$ cat config.mk
export PLATFORM = sky130hd
export DESIGN_NAME = zsup_display
export DESIGN_NICKNAME = d
export VERILOG_FILES = /design/src/rtl/zsup_pkg.sv /design/src/rtl/zsup_digit_reg.sv /design/src/rtl/zsup_digit_cell.sv /design/src/rtl/zsup_display.sv
export SDC_FILE = /design/constraint.sdc
export NUM_CORES = 1
export LEC_CHECK = 0
export ABC_CLOCK_PERIOD_IN_PS = 2300
export CELL_PAD_IN_SITES_DETAIL_PLACEMENT = 0
export CELL_PAD_IN_SITES_GLOBAL_PLACEMENT = 1
export CORE_MARGIN = 10
export CORE_UTILIZATION = 32
export DETAILED_ROUTE_END_ITERATION = 8
export MAX_ROUTING_LAYER = met4
export PLACE_DENSITY = 0.88
export RECOVER_POWER = 50
export REMOVE_ABC_BUFFERS = 1
export SYNTH_ARGS = -nofsm -noshare
export SYNTH_HDL_FRONTEND = slang
export SYNTH_SLANG_ARGS = --single-unit
$ cat constraint.sdc
create_clock -name clk -period 2.3 [get_ports clk]
set_clock_uncertainty 0.1 [all_clocks]
set_input_delay 0.46 -clock clk [delete_from_list [all_inputs] [get_ports clk]]
set_output_delay 0.46 -clock clk [all_outputs]
set_load 0.01 [all_outputs]
$ cat src/rtl/zsup_pkg.sv
package zsup_pkg;

   localparam int CODE_W = 4;
   localparam int SEG_W  = 7;

   typedef logic [CODE_W-1:0] code_t;
   typedef logic [SEG_W-1:0]  seg_t;

   // Segment order {g,f,e,d,c,b,a}, lit = 1
   function automatic seg_t hex_glyph(input code_t c);
      seg_t s;
      case (c)
         4'h0: s = 7'h3F;
         4'h1: s = 7'h06;
         4'h2: s = 7'h5B;
         4'h3: s = 7'h4F;
         4'h4: s = 7'h66;
         4'h5: s = 7'h6D;
         4'h6: s = 7'h7D;
         4'h7: s = 7'h07;
         4'h8: s = 7'h7F;
         4'h9: s = 7'h6F;
         4'hA: s = 7'h77;
         4'hB: s = 7'h7C;
         4'hC: s = 7'h39;
         4'hD: s = 7'h5E;
         4'hE: s = 7'h79;
         default: s = 7'h71;
      endcase
      return s;
   endfunction

endpackage

$ cat src/rtl/zsup_digit_reg.sv
module zsup_digit_reg #(
   parameter int W = 4
) (
   input  logic         clk,
   input  logic         rst_n,
   input  logic         load_n,
   input  logic [W-1:0] d,
   output logic [W-1:0] q
);

   always_ff @(posedge clk or negedge rst_n) begin
      if (!rst_n)
         q <= '0;
      else if (!load_n)
         q <= d;
   end

endmodule

$ cat src/rtl/zsup_digit_cell.sv
module zsup_digit_cell
   import zsup_pkg::*;
(
   input  code_t code,
   input  logic  rbi_n,
   input  logic  dim_n,
   output seg_t  seg,
   output logic  rbo_n
);

   logic is_zero;
   logic ripple_dark;

   assign is_zero     = (code == '0);
   assign ripple_dark = !rbi_n && is_zero;
   assign rbo_n       = !ripple_dark;
   assign seg         = (ripple_dark || !dim_n) ? '0 : hex_glyph(code);

endmodule

$ cat src/rtl/zsup_display.sv
module zsup_display
   import zsup_pkg::*;
#(
   parameter  int INT_DIGITS     = 4,
   parameter  int FRAC_DIGITS    = 4,
   parameter  bit ACTIVE_LOW_OUT = 1'b0,
   localparam int NUM            = INT_DIGITS + FRAC_DIGITS
) (
   input  logic                 clk,
   input  logic                 rst_n,
   input  logic                 load_n,
   input  logic [NUM*CODE_W-1:0] digits_in,
   input  logic                 dim_n,
   output logic [NUM*SEG_W-1:0]  segs_out,
   output logic [NUM-1:0]        dp_mark
);

   localparam int PT_SLOT = FRAC_DIGITS;   // integer digit carrying the point
   localparam int MSD     = NUM - 1;

   if (INT_DIGITS < 1) begin : g_bad_int
      $error("zsup_display: INT_DIGITS must be at least 1");
   end
   if (FRAC_DIGITS < 1) begin : g_bad_frac
      $error("zsup_display: FRAC_DIGITS must be at least 1");
   end

   logic [NUM*CODE_W-1:0] digit_q;
   logic [NUM*SEG_W-1:0]  seg_raw;
   logic [NUM-1:0]        rbi_n;
   logic [NUM-1:0]        rbo_n;
   logic [NUM-1:0]        dp_raw;
   logic                  unused_rbo;

   for (genvar k = 0; k < NUM; k++) begin : g_slot
      zsup_digit_reg #(.W(CODE_W)) u_reg (
         .clk    (clk),
         .rst_n  (rst_n),
         .load_n (load_n),
         .d      (digits_in[k*CODE_W +: CODE_W]),
         .q      (digit_q[k*CODE_W +: CODE_W])
      );

      // Blanking chain: integer part ripples downward from the MSD,
      // fraction part ripples upward from slot 0; point neighbours fixed lit.
      if (k == PT_SLOT || k == PT_SLOT - 1) begin : g_keep
         assign rbi_n[k] = 1'b1;
      end else if (k == MSD || k == 0) begin : g_head
         assign rbi_n[k] = 1'b0;
      end else if (k > PT_SLOT) begin : g_int
         assign rbi_n[k] = rbo_n[k+1];
      end else begin : g_frac
         assign rbi_n[k] = rbo_n[k-1];
      end

      zsup_digit_cell u_cell (
         .code  (digit_q[k*CODE_W +: CODE_W]),
         .rbi_n (rbi_n[k]),
         .dim_n (dim_n),
         .seg   (seg_raw[k*SEG_W +: SEG_W]),
         .rbo_n (rbo_n[k])
      );

      assign dp_raw[k] = (k == PT_SLOT) ? dim_n : 1'b0;
   end

   assign unused_rbo = &{1'b0, rbo_n};

   if (ACTIVE_LOW_OUT) begin : g_out_low
      assign segs_out = ~seg_raw;
      assign dp_mark  = ~dp_raw;
   end else begin : g_out_high
      assign segs_out = seg_raw;
      assign dp_mark  = dp_raw;
   end

endmodule

### Word-level counts from Yosys, hierarchy flattened

Memories as Yosys holds them, arrays and structs flattened.
Cells that the tools add are included.
Widths: inputs -> output; s select.

| storage, ports and cells | value |
|---|---|
| word-level logic and storage cells | 41 |
| memory bits (read-only) | 896 |
| bits of input ports | 36 |
| output and inout port bits | 64 |
| register bits after elaboration | 32 |
| memories kept | 8 |

| operators by class | value |
|---|---|
| reduce and logical (&&, ||, !) cells | 17 |
| muxes and demuxes | 8 |

Memories:

| name | words | width | rd ports | clocked after Yosys merged registers in | write ports | RTL line | RTL |
|---|---|---|---|---|---|---|---|
| (name not given) | 16 | 7 | 1 | 0 | 0 | zsup_pkg.sv:12 | `case (c)` |
| (name not given) | 16 | 7 | 1 | 0 | 0 | zsup_pkg.sv:12 |  |
| (name not given) | 16 | 7 | 1 | 0 | 0 | zsup_pkg.sv:12 |  |
| (name not given) | 16 | 7 | 1 | 0 | 0 | zsup_pkg.sv:12 |  |
| (name not given) | 16 | 7 | 1 | 0 | 0 | zsup_pkg.sv:12 |  |
| (name not given) | 16 | 7 | 1 | 0 | 0 | zsup_pkg.sv:12 |  |
| +2 memories | - | - | - | - | - | - |  |

Operator list:

| operator | count |
|---|---|
| $mux 7 | 8 |
| $logic_not 4->1 | 6 |
| $logic_or 1x1->1 | 6 |
| $logic_and 1x1->1 | 4 |
| $logic_not 1->1 | 1 |

### Logic depth before layout (Yosys ltp)

Gate-level depths: netlist (run 1).

| depth | value |
|---|---|
| word-level depth | 5 |
| depth in mapped cells | 5 |
| depth with buffers taken out | 5 |

### Modules after synthesis

From an unflattened synthesis (run 1), not the netlist that was laid out.

| unflattened totals | value |
|---|---|
| cells, all modules | 370 |
| area total of the unflattened synthesis | 3500.9 um^2 |

Modules (own cells, without submodules):

| module | seq. area each (um^2) | cells each | instances | area an instance (um^2) |
|---|---|---|---|---|
| zsup_digit_cell | 0.0 | 37 | 8 | 284.0 |
| zsup_digit_reg | 100.1 | 8 | 8 | 145.1 |
| zsup_display | 0.0 | 10 | 1 | 67.6 |

### Least setup slack after synthesis (run 1)

Ideal clock, no wire load.

| timing | value |
|---|---|
| path kind | register to output |
| from | register g_slot[6].u_reg.q[0] |
| to | output port segs_out[37] |
| path slack | 0.033 ns |
| arrival time | 1.707 ns |
| stages on the path, launching flop included | 6 |
| buffers on the path | 0 |
| required time | 1.740 ns |
| cell sequence | dfrtp_1 -> inv_1 -> ha_1 -> or4b_4 -> o41ai_4 -> a221oi_1 |

| between the ends | value |
|---|---|
| longest elaborated chain between the ends | 5 |

Ends and longest elaborated chain:

| what | RTL line | RTL |
|---|---|---|
| start: declaration | zsup_digit_reg.sv:8 | `output logic [W-1:0] q` |
| start signal: assignment | zsup_digit_reg.sv:13 | `q <= '0;` |
| start signal: assignment | zsup_digit_reg.sv:15 | `q <= d;` |
| $logic_not 4->1 | zsup_digit_cell.sv:14 | `assign is_zero = (code == '0);` |
| $logic_and 1x1->1 (2 in a row) | zsup_digit_cell.sv:15 | `assign ripple_dark = !rbi_n && is_zero;` |
| $logic_or 1x1->1 | zsup_digit_cell.sv:17 | `assign seg = (ripple_dark \|\| !dim_n) ? '0 : hex_glyph(code);` |
| $mux 7 | zsup_digit_cell.sv:17 |  |
| end: declaration | zsup_display.sv:14 | `output logic [NUM*SEG_W-1:0] segs_out,` |

No other way between the ends.

### Final worst setup path (run 1)

| timing | value |
|---|---|
| from | register g_slot[6].u_reg.q[1] |
| to | output port segs_out[36] |

Same word-level chain as after synthesis.

==> results of run 1 <==
## routing by layer
layer	vias up	wire length, um	track usage [%]	share of wire, %
met5	-	0	-	0
met4	0	137	2.77	1.3
met3	16	485	2.64	4.5
met2	87	5660	24.4	53
met1	1623	4460	15.2	42
li1	1684	-	-	-
## final timing paths
path,to,startpoint
max in group asynchronous,g_slot[3].u_reg.q[0],rst_n
min reg2reg,g_slot[5].u_reg.q[1],g_slot[5].u_reg.q[1]
max,segs_out[36],g_slot[6].u_reg.q[1]
min in group asynchronous,g_slot[3].u_reg.q[0],rst_n
min,g_slot[5].u_reg.q[1],g_slot[5].u_reg.q[1]
max reg2reg,g_slot[0].u_reg.q[2],g_slot[0].u_reg.q[2]
## synth_stat cells (all sizes together) (2+ instances only)
master,count,share of area (%)
mux2i,10,2.9
inv,29,3.2
o211ai,4,0.88
nand2,24,2.6
o21bai,2,0.44
a221oi,8,2.0
o31ai,7,1.9
clkbuf,19,2.1
a21oi,19,2.8
o41ai,2,1.6
dfrtp,32,23
a21boi,2,0.44
nor2b,15,2.7
nor3b,2,0.44
a211oi,16,3.5
a311oi,3,0.77
a31oi,2,0.37
ha,46,17
nand2b,10,1.8
buf,16,2.8
mux2,34,11
nor2,37,4.1
o311a,4,1.2
and3,6,1.1
o21ai,18,2.6
nand3b,4,0.88
nor3,3,0.44
mux4,4,2.6
o32ai,3,0.77
or3b,2,0.58
## stage by stage
| stage | instances | total power, mW | util (%) | setup TNS (ns) | area [um^2] |
|---|---|---|---|---|---|
| 2_1_floorplan | 358 | 1.29 | - | 0 | 3280 |
| 3_3_place_gp | 655 | 1.90 | 47.2 | -20.07 | 4890 |
| 3_5_place_dp | 655 | 1.94 | 47.2 | -21.15 | 4890 |
| 4_1_cts | 682 | 2.52 | 50.4 | -7.25 | 5230 |
| 5_1_grt | 689 | 2.78 | 52.5 | -8.84 | 5440 |
| 6_report | 689 | 2.60 | 52.5 | -6.72 | 5440 |
## cell families (layout without fill, tap and decap cells)
logic type	count (synthesis)	after routing	share of synthesized area, %
mux	48	48	16.7
fa+ha+maj	46	46	16.8
simple gates	104	104	15.1
other cells	1	7	0.110
flops	32	32	23.4
compound gates	91	91	19.6
xor+xnor	1	1	0.256
buf+inv	64	224	8.04
## cell usage in the layout, fill, tap and decap left out, types with 5 or more instances in the layout
master	netlist	final
buf_4	8	78
mux2_2	34	34
ha_1	46	33
clkdlybuf4s50_1	0	33
dfrtp_1	32	31
buf_2	4	31
nor2_1	37	29
nand2_1	24	22
inv_1	29	18
buf_6	0	18
o21ai_0	17	15
a21oi_1	19	15
a211oi_2	0	13
nor2b_1	15	13
clkbuf_2	0	12
inv_2	0	11
mux2i_1	10	10
ha_4	0	10
nand2b_1	10	8
conb_1	1	7
dlygate4sd2_1	0	7
nor2_4	0	6
and3_1	6	6
o31ai_1	6	6
a221oi_2	0	5
clkbuf_8	0	5
## timing repair
action,CTS,global route
cloned,0,0
setup buffers,19,11
pin swaps,17,9
endpoints found under the setup margin,56,50
resized for setup,250,73
## layout make-up
type	count	share of cell area [%]
multi-input combinational	297	50.6
timing repair buffer	187	27.6
sequential	32	14.7
tap	136	3.13
inverter	29	2.00
clock buffer	6	1.33
clock inverter	2	0.644
## power groups by stage
stage	Sequential, mW	Clock [mW]	Combinational [mW]
2_1_floorplan	0.741	0	0.548
3_3_place_gp	0.686	0	1.22
3_5_place_dp	0.690	0	1.25
4_1_cts	0.681	0.556	1.28
5_1_grt	0.694	0.578	1.51
6_report	0.684	0.539	1.38
==> results.sh, run 1 <==
export IMPL_path_clk_slew_ns=0.07
export IMPL_drt_pass1_iter_count=4
export IMPL_status="complete, but fails checks"
export IMPL_io_pins=100
export IMPL_yosysWarnings=0
export IMPL_layout_setup_ws_ns=-0.374
export IMPL_cts_tree="done"
export IMPL_initial_core_util_pct=33.0
export IMPL_cp_start_kind="flip-flop"
export IMPL_cp_slowest_cell="or4b_4"
export IMPL_final_period_utilization_pct=116
export IMPL_vias_per_cell=4.95
export IMPL_clkSinkCount=32
export IMPL_clk_latency_ns=0.28
export IMPL_cp_top_family="buffers and inverters"
export IMPL_root_buffer="clkbuf_8"
export IMPL_rsz0062_at_grt="true"
export IMPL_grt_pass1_vias=3460
export IMPL_ff2ff_path_depth=2
export IMPL_drt_initial_drc_count=178
export IMPL_layout_drive_gt1_share_pct=47.4
export IMPL_path_buf_inv=4
export IMPL_hold_buffers=0
export IMPL_synth_ff_type="dfrtp_1"
export IMPL_wirelength_um=10700
export IMPL_p_leak_nw=2.55
export IMPL_vdd_drop_max_mv=0.339
export IMPL_rrSetupSlack_ns=1.11
export IMPL_worst_hold_slack_ns=0.471
export IMPL_vias=3410
export IMPL_clk_path_buf_depth=2
export IMPL_max_freq_ghz=0.374
export IMPL_largest_register_ffs=32
export IMPL_power_frac_clock_pct=20.7
export IMPL_switching_share_pct=36.8
export IMPL_worst_path_stages=8
export IMPL_hold_class="reg2reg"
export IMPL_synth_seq_cells=32
export IMPL_area_growth_syn_to_layout_pct=59.0
export IMPL_place_hpwl_um=7740
export IMPL_finalSetupViolations=29
export IMPL_min_delay_path_depth=1
export IMPL_avgSynthCellArea_um2=8.85
export IMPL_synth_edff_count=0
export IMPL_combPwrFrac_pct=53.0
export IMPL_core_area_um2=10400
export IMPL_die_w_um=123
export IMPL_required_ns=1.74
export IMPL_drc=0
export IMPL_pwr_share_seq_pct=26.3
export IMPL_drtAntennaViolNets=0
export IMPL_grt_max_degree=33
export IMPL_critPathKind="reg2out"
export IMPL_routedWlPerCell_um=15.6
export IMPL_post_place_ws_ns=-0.485
export IMPL_seq_area_frac_synth_pct=23.4
export IMPL_reg_top3="g_slot.u_reg.q: 32 flops"
export IMPL_cts_max_level=2
export IMPL_period_needed_ns=2.67
export IMPL_track_usage_pct=13.5
export IMPL_antenna_found_initial=0
export IMPL_syn_area_um2=3420
export IMPL_powerDensity_nw_per_um2=478
export IMPL_fillers=937
export IMPL_crit_chain="inv_2 > ha_4 > or4b_4 > o41ai_4 > buf_4 > buf_6 > a211oi_2 > buf_2"
export IMPL_regMostFlops="g_slot.u_reg.q"
export IMPL_nets=634
export IMPL_fp_dieH_um=123
export IMPL_crit_path_max_fanout=5
export IMPL_ys_types=39
export IMPL_crit_arrival_ns=2.11
export IMPL_cpPeakStageDelay_ns=0.51
export IMPL_violations="capacitance limit, slew limit, setup timing"
export IMPL_regArea_um2=802
export IMPL_endpoint_kind="primary output"
export IMPL_max_cap_violations=1
export IMPL_slew_viol_final=33
export IMPL_multi_input_area_um2=2750
export IMPL_gp_congestion=0.864
export IMPL_intPower_mw=1.64
export IMPL_hold_viol_final=0
export IMPL_syn_inst=387
export IMPL_grt_overflow=0
export IMPL_switchingPower_mw=0.956
export IMPL_port_buffers=92
export IMPL_cts_inserted_buffers=5
export IMPL_synth_async_reset_ratio_pct=100
export IMPL_grt_pass1_wl_um=16600
export IMPL_worst_slew_pin_slew_ns=1.77
export IMPL_maxSlewHeadroom_pct=-18.1
export IMPL_rows=37
export IMPL_dieArea_um2=15200
export IMPL_insertedDiodeCount=0
(Power assumes the default switching activity.)
==> inputs of run 2 (changes only) <==
CORE_UTILIZATION = 33   (was 32)
PLACE_DENSITY = 0.89   (was 0.88)
SLEW_MARGIN = 15   (was unset)
SYNTH_HIERARCHICAL = 1   (was unset)
==> results.sh, run 2 <==
export IMPL_setup_tns_ns=-22.87
export IMPL_cts_max_level=2
export IMPL_dieArea_um2=15100
export IMPL_intPower_mw=1.63
export IMPL_drtAntennaViolNets=0
export IMPL_grt_pass1_vias=3351
export IMPL_synth_async_reset_ratio_pct=100
export IMPL_syn_area_um2=3500
export IMPL_clkSinkCount=32
export IMPL_power_frac_clock_pct=21.4
export IMPL_rows=37
export IMPL_vias_per_cell=4.95
export IMPL_crit_arrival_ns=2.73
export IMPL_required_ns=1.74
export IMPL_endpoint_kind="primary output"
export IMPL_hold_viol_final=0
export IMPL_dpl_cell_count=666
export IMPL_drt_initial_drc_count=80
export IMPL_worst_hold_slack_ns=0.446
export IMPL_port_buffers=92
export IMPL_maxSlewHeadroom_pct=-23.1
export IMPL_cts_inserted_buffers=5
export IMPL_path_clk_slew_ns=0.08
export IMPL_max_cap_violations=1
export IMPL_regMostFlops="g_slot.u_reg/q"
export IMPL_worst_slew_pin_slew_ns=1.85
export IMPL_fin_cells=686
export IMPL_final_common_cell="buf_4"
export IMPL_synth_top_area_share_pct=22.9
export IMPL_rsz0062_at_grt="true"
export IMPL_slew_viol_final=33
export IMPL_clk_path_buf_depth=2
export IMPL_place_area_um2=5090
export IMPL_area_growth_syn_to_layout_pct=54.7
export IMPL_post_place_ws_ns=-1.08
export IMPL_seq_area_frac_synth_pct=22.9
export IMPL_critPathKind="reg2out"
export IMPL_final_core_util_pct=52.5
export IMPL_synthTopCellsByCount="ha_1 (48), nor2_1 (48)"
export IMPL_antenna_found_initial=0
export IMPL_layout_setup_ws_ns=-0.993
export IMPL_finalSetupViolations=44
export IMPL_regArea_um2=801
export IMPL_synth_seq_cells=32
export IMPL_ys_types=20
export IMPL_powerDensity_nw_per_um2=478
export IMPL_track_usage_pct=13.4
export IMPL_switching_share_pct=37.1
export IMPL_switchingPower_mw=0.960
export IMPL_cts_tree="done"
export IMPL_hold_class="reg2reg"
export IMPL_fp_dieH_um=123
export IMPL_period_needed_ns=3.29
export IMPL_core_area_um2=10300
export IMPL_fillers=955
export IMPL_drc=0
export IMPL_crit_path_max_fanout=7
export IMPL_stdcell_area_um2=5420
export IMPL_root_buffer="clkbuf_8"
export IMPL_syn_inst=370
export IMPL_vias=3396
export IMPL_place_hpwl_um=7830
export IMPL_final_period_utilization_pct=143
export IMPL_synth_edff_count=0
export IMPL_combPwrFrac_pct=52.7
export IMPL_layout_common_cells="buf_4 (86), buf_2 (50), nor2_1 (42)"
export IMPL_p_leak_nw=2.52
export IMPL_layout_drive_gt1_share_pct=49.6
export IMPL_yosysTopAreaCell="dfrtp_1"
export IMPL_initial_core_util_pct=33.9
export IMPL_die_w_um=123
export IMPL_synth_ff_type="dfrtp_1"
export IMPL_grt_max_degree=33
export IMPL_reg_top3="g_slot.u_reg/q: 32 flops"
export IMPL_wirelength_um=10500
export IMPL_grt_pass1_wl_um=16400
export IMPL_routedWlPerCell_um=15.3
export IMPL_hold_buffers=0
export IMPL_drt_pass1_iter_count=4
export IMPL_gp_congestion=0.875
export IMPL_largest_register_ffs=32
export IMPL_io_pins=100
export IMPL_violations="capacitance limit, slew limit, setup timing"
export IMPL_multi_input_area_um2=2810
export IMPL_pwr_share_seq_pct=25.9
export IMPL_cp_start_kind="flip-flop"
export IMPL_clk_latency_ns=0.28
export IMPL_status="complete, but fails checks"
export IMPL_nets=633
export IMPL_yosysWarnings=6
export IMPL_max_freq_ghz=0.304
export IMPL_insertedDiodeCount=0
export IMPL_avgSynthCellArea_um2=9.46
export IMPL_synthTopCellsByArea="dfrtp_1 (23%), ha_1 (17%), mux2_2 (10%)"
export IMPL_power_mw=2.59
export IMPL_grt_overflow=0
export IMPL_vdd_drop_max_mv=0.245
-- run 2: changes by cell type after synthesis, sizes merged, moves of 7 or more --
| cell | before | now |
|---|---|---|
| a21oi | 19 | 0 |
| buf | 16 | 24 |
| a211oi | 16 | 32 |
| or4b | 1 | 8 |
| nor2 | 37 | 48 |
| o31ai | 7 | 0 |
| clkbuf | 19 | 0 |
| a221oi | 8 | 16 |
| nand2b | 10 | 0 |
-- run 2: worst max-delay path: stages (launching register included) --
cell      delay [ns]
dfrtp_1         0.40
inv_2           0.09
ha_4            0.13
or4b_4          0.46
or4b_4          0.51
or4b_4          0.54
nand2_8         0.11
a221oi_2        0.04
buf_2           0.16
-- run 2: timing repair --
item / in CTS / in global routing
pin swaps: 16 / 24
buffers inserted: 9 / 11
gates resized for setup: 282 / 63
endpoints found under the setup margin: 56 / 54
-- run 2: power groups by stage --
| stage | Clock, mW | Combinational [mW] | Sequential (mW) |
|---|---|---|---|
| finish | 0.554 | 1.36 | 0.671 |
| global route | 0.586 | 1.49 | 0.680 |
| CTS | 0.564 | 1.25 | 0.670 |
| detailed placement | 0 | 1.31 | 0.678 |
| global placement | 0 | 1.28 | 0.674 |
| floorplan | 0 | 0.551 | 0.741 |
-- run 2: cells by family (layout without fill, tap and decap cells) --
group	after synthesis	count (layout)	share of synthesized area, %
AOI/OAI and AO/OA	72	72	15.2
adders and majority gates	48	48	17.2
buffers and inverters	56	227	8.01
DFF	32	32	22.9
muxes	48	48	18.6
other	2	11	0.215
and+or+nand+nor	112	112	18.0
-- run 2: final cells by class --
cell class	instances	area share, %
Clock inverter	3	0.785
Sequential cell	32	14.8
Clock buffer	5	1.27
Tap cell	136	3.14
Inverter	32	2.22
Timing Repair Buffer	187	26.0
Multi-Input combinational cell	291	51.8
-- run 2: path summary, 6_finish.rpt --
kind | from | endpoint | slack [ns] | cells after the start
setup / recovery | g_slot[7].u_reg/q[1] | segs_out[41] | -0.99 | 8
hold / removal | g_slot[5].u_reg/q[1] | g_slot[5].u_reg/q[1] | 0.45 | 1
setup reg to reg | g_slot[5].u_reg/q[0] | g_slot[5].u_reg/q[0] | 1.17 | 3
hold reg to reg | g_slot[5].u_reg/q[1] | g_slot[5].u_reg/q[1] | 0.45 | 1
max in group asynchronous | rst_n | g_slot[4].u_reg/q[1] | 0.47 | 1
min in group asynchronous | rst_n | g_slot[3].u_reg/q[0] | 0.56 | 1
-- run 2: per-layer routing --
metal / track usage (%) / share of wire, % / routed length (um)
met3: 2.96 / 4.6 / 480
met4: 1.89 / 0.53 / 55
met2: 23.7 / 52 / 5460
met1: 15.5 / 43 / 4470
met5: - / 0 / 0
==> inputs of run 3 (changes only) <==
CORE_UTILIZATION = 38   (was 33)
DONT_BUFFER_PORTS = 1   (was unset)
PLACE_DENSITY = 0.79   (was 0.89)
==> results.sh, run 3 (synthesized netlist as in run 2, its figures left out) <==
export IMPL_status="complete, but fails checks"
export IMPL_violations="setup timing"
export IMPL_fin_cells=521
export IMPL_track_usage_pct=13.6
export IMPL_layout_setup_ws_ns=-0.888
export IMPL_core_area_um2=8850
export IMPL_cp_start_kind="flip-flop"
export IMPL_endpoint_kind="primary output"
export IMPL_grt_pass1_vias=2838
export IMPL_path_clk_slew_ns=0.07
export IMPL_reg_top3="g_slot.u_reg/q: 32 flops"
export IMPL_drt_initial_drc_count=157
export IMPL_area_growth_syn_to_layout_pct=29.1
export IMPL_largest_register_ffs=32
export IMPL_worst_hold_slack_ns=0.227
export IMPL_routedWlPerCell_um=17.9
export IMPL_rows=34
export IMPL_fp_dieH_um=116
export IMPL_cpPeakStageDelay_ns=0.54
export IMPL_rrSetupSlack_ns=1.11
export IMPL_drtAntennaViolNets=0
export IMPL_grt_pass1_wl_um=14400
export IMPL_grt_overflow=0
export IMPL_insertedDiodeCount=0
export IMPL_regMostFlops="g_slot.u_reg/q"
export IMPL_layout_drive_gt1_share_pct=40.7
export IMPL_critical_path_most_common_cell="or4b_4"
export IMPL_cts_inserted_buffers=5
export IMPL_dieArea_um2=13500
export IMPL_finalSetupViolations=33
export IMPL_hold_class="in2reg"
export IMPL_min_to="g_slot[5].u_reg/q[0]"
export IMPL_hold_viol_final=0
export IMPL_crit_path_max_fanout=7
export IMPL_vdd_drop_max_mv=0.244
export IMPL_period_needed_ns=3.19
export IMPL_antenna_found_initial=0
export IMPL_clkSinkCount=32
export IMPL_drc=0
export IMPL_min_delay_path_depth=1
export IMPL_cp_slowest_cell="or4b_4"
export IMPL_final_common_cell="buf_4"
export IMPL_clk_path_buf_depth=2
export IMPL_vias_per_cell=5.48
export IMPL_final_core_util_pct=51.1
export IMPL_dpl_cell_count=503
export IMPL_setup_tns_ns=-20.38
export IMPL_layout_common_cells="buf_4 (43), ha_1 (40), nor2_1 (36)"
export IMPL_nets=496
export IMPL_cts_tree="done"
export IMPL_wirelength_um=9310
export IMPL_initial_core_util_pct=39.6
export IMPL_io_pins=100
export IMPL_p_leak_nw=1.92
export IMPL_crit_chain="inv_2 > ha_4 > or4b_4 > or4b_4 > or4b_4 > nand2_8 > a211oi_2"
export IMPL_r2r_end="g_slot[5].u_reg/q[2]"
export IMPL_root_buffer="clkbuf_8"
export IMPL_port_buffers=0
export IMPL_critPathKind="reg2out"
export IMPL_drt_pass1_iter_count=6
export IMPL_final_period_utilization_pct=139
export IMPL_vias=2855
export IMPL_worst_slew_pin_slew_ns=0.839
export IMPL_cts_max_level=2
export IMPL_die_w_um=116
export IMPL_powerDensity_nw_per_um2=496
export IMPL_ff2ff_path_depth=1
export IMPL_maxSlewHeadroom_pct=44.1
export IMPL_hold_start="digits_in[20]"
export IMPL_clk_latency_ns=0.28
export IMPL_rsz0062_at_grt="true"
export IMPL_regToRegStartpoint="g_slot[5].u_reg/q[2]"
export IMPL_crit_arrival_ns=2.63
export IMPL_slew_viol_final=0
export IMPL_required_ns=1.74
export IMPL_max_freq_ghz=0.314
export IMPL_max_cap_violations=0
export IMPL_gp_congestion=0.854
export IMPL_grt_max_degree=33
export IMPL_place_hpwl_um=6860
## run 3: cell types whose count changed in the layout (fill, tap and decap cells not counted), moves of 6 or more
cell / change
a211oi_4: +8
a221oi_4: +7
buf_2: -50
buf_4: -43
buf_6: -8
clkdlybuf4s50_1: -34
ha_1: +9
nor2_1: -6
nor2_4: +8
## run 3: report_power, final
| part | leakage, nW | internal, mW | switching (mW) |
|---|---|---|---|
| clock network | 0.0510 | 0.239 | 0.207 |
| logic | 1.50 | 0.485 | 0.608 |
| registers | 0.373 | 0.619 | 0.0842 |
| total | 1.92 | 1.34 | 0.899 |
## run 3: worst max-delay path by stage
stage,from,end,slack [ns]
floorplan,g_slot[7].u_reg/q[0],segs_out[37],-0.63
global placement,g_slot[0].u_reg/q[0],segs_out[20],-0.57
detailed placement,g_slot[0].u_reg/q[0],segs_out[20],-0.59
CTS,g_slot[0].u_reg/q[0],segs_out[20],-0.89
global route,g_slot[7].u_reg/q[0],segs_out[36],-0.97
finish,g_slot[7].u_reg/q[0],segs_out[36],-0.89
## run 3: cell type report
class / instances / area [um^2]
Fill cell: 818 / 4330
Multi-Input combinational cell: 291 / 2990
Sequential cell: 32 / 802
Timing Repair Buffer: 50 / 379
Tap cell: 108 / 135
Inverter: 32 / 120
Clock buffer: 6 / 82.6
Clock inverter: 2 / 10.0
## run 3: worst max-delay path, delay by kind of cell (launching register included)
kind / cells / cell delay [ns]
compound gates: 1 / 0.08
fa+ha+maj: 1 / 0.13
simple gates: 4 / 1.67
buf+inv: 1 / 0.09
flops: 1 / 0.39
## run 3: routing by layer
layer | vias to the layer above | track usage (%) | part of all wire [%]
met2 | 66 | 24.5 | 53
met4 | 0 | 1.50 | 0
met5 | - | - | 0
met3 | 0 | 4.13 | 6.2
met1 | 1393 | 14.9 | 41
li1 | 1396 | - | -
## run 3: repair_timing
| item | 4_1_cts | 5_1_grt |
|---|---|---|
| gates resized for setup | 61 | 49 |
| hold buffers | 2 | 0 |
| endpoints found under the hold margin | 32 | 0 |
| pin swaps | 9 | 16 |
| buffers inserted | 7 | 7 |
| setup endpoints to repair | 44 | 51 |
## run 3: stage by stage
stage               power [mW]  area (um^2)  setup WS, ns
finish                    2.24         4520        -0.888
global route              2.41         4520        -0.965
CTS                       2.14         4250        -0.891
detailed placement        1.55         3810        -0.593
global placement          1.53         3810        -0.571
floorplan                 1.29         3370        -0.632
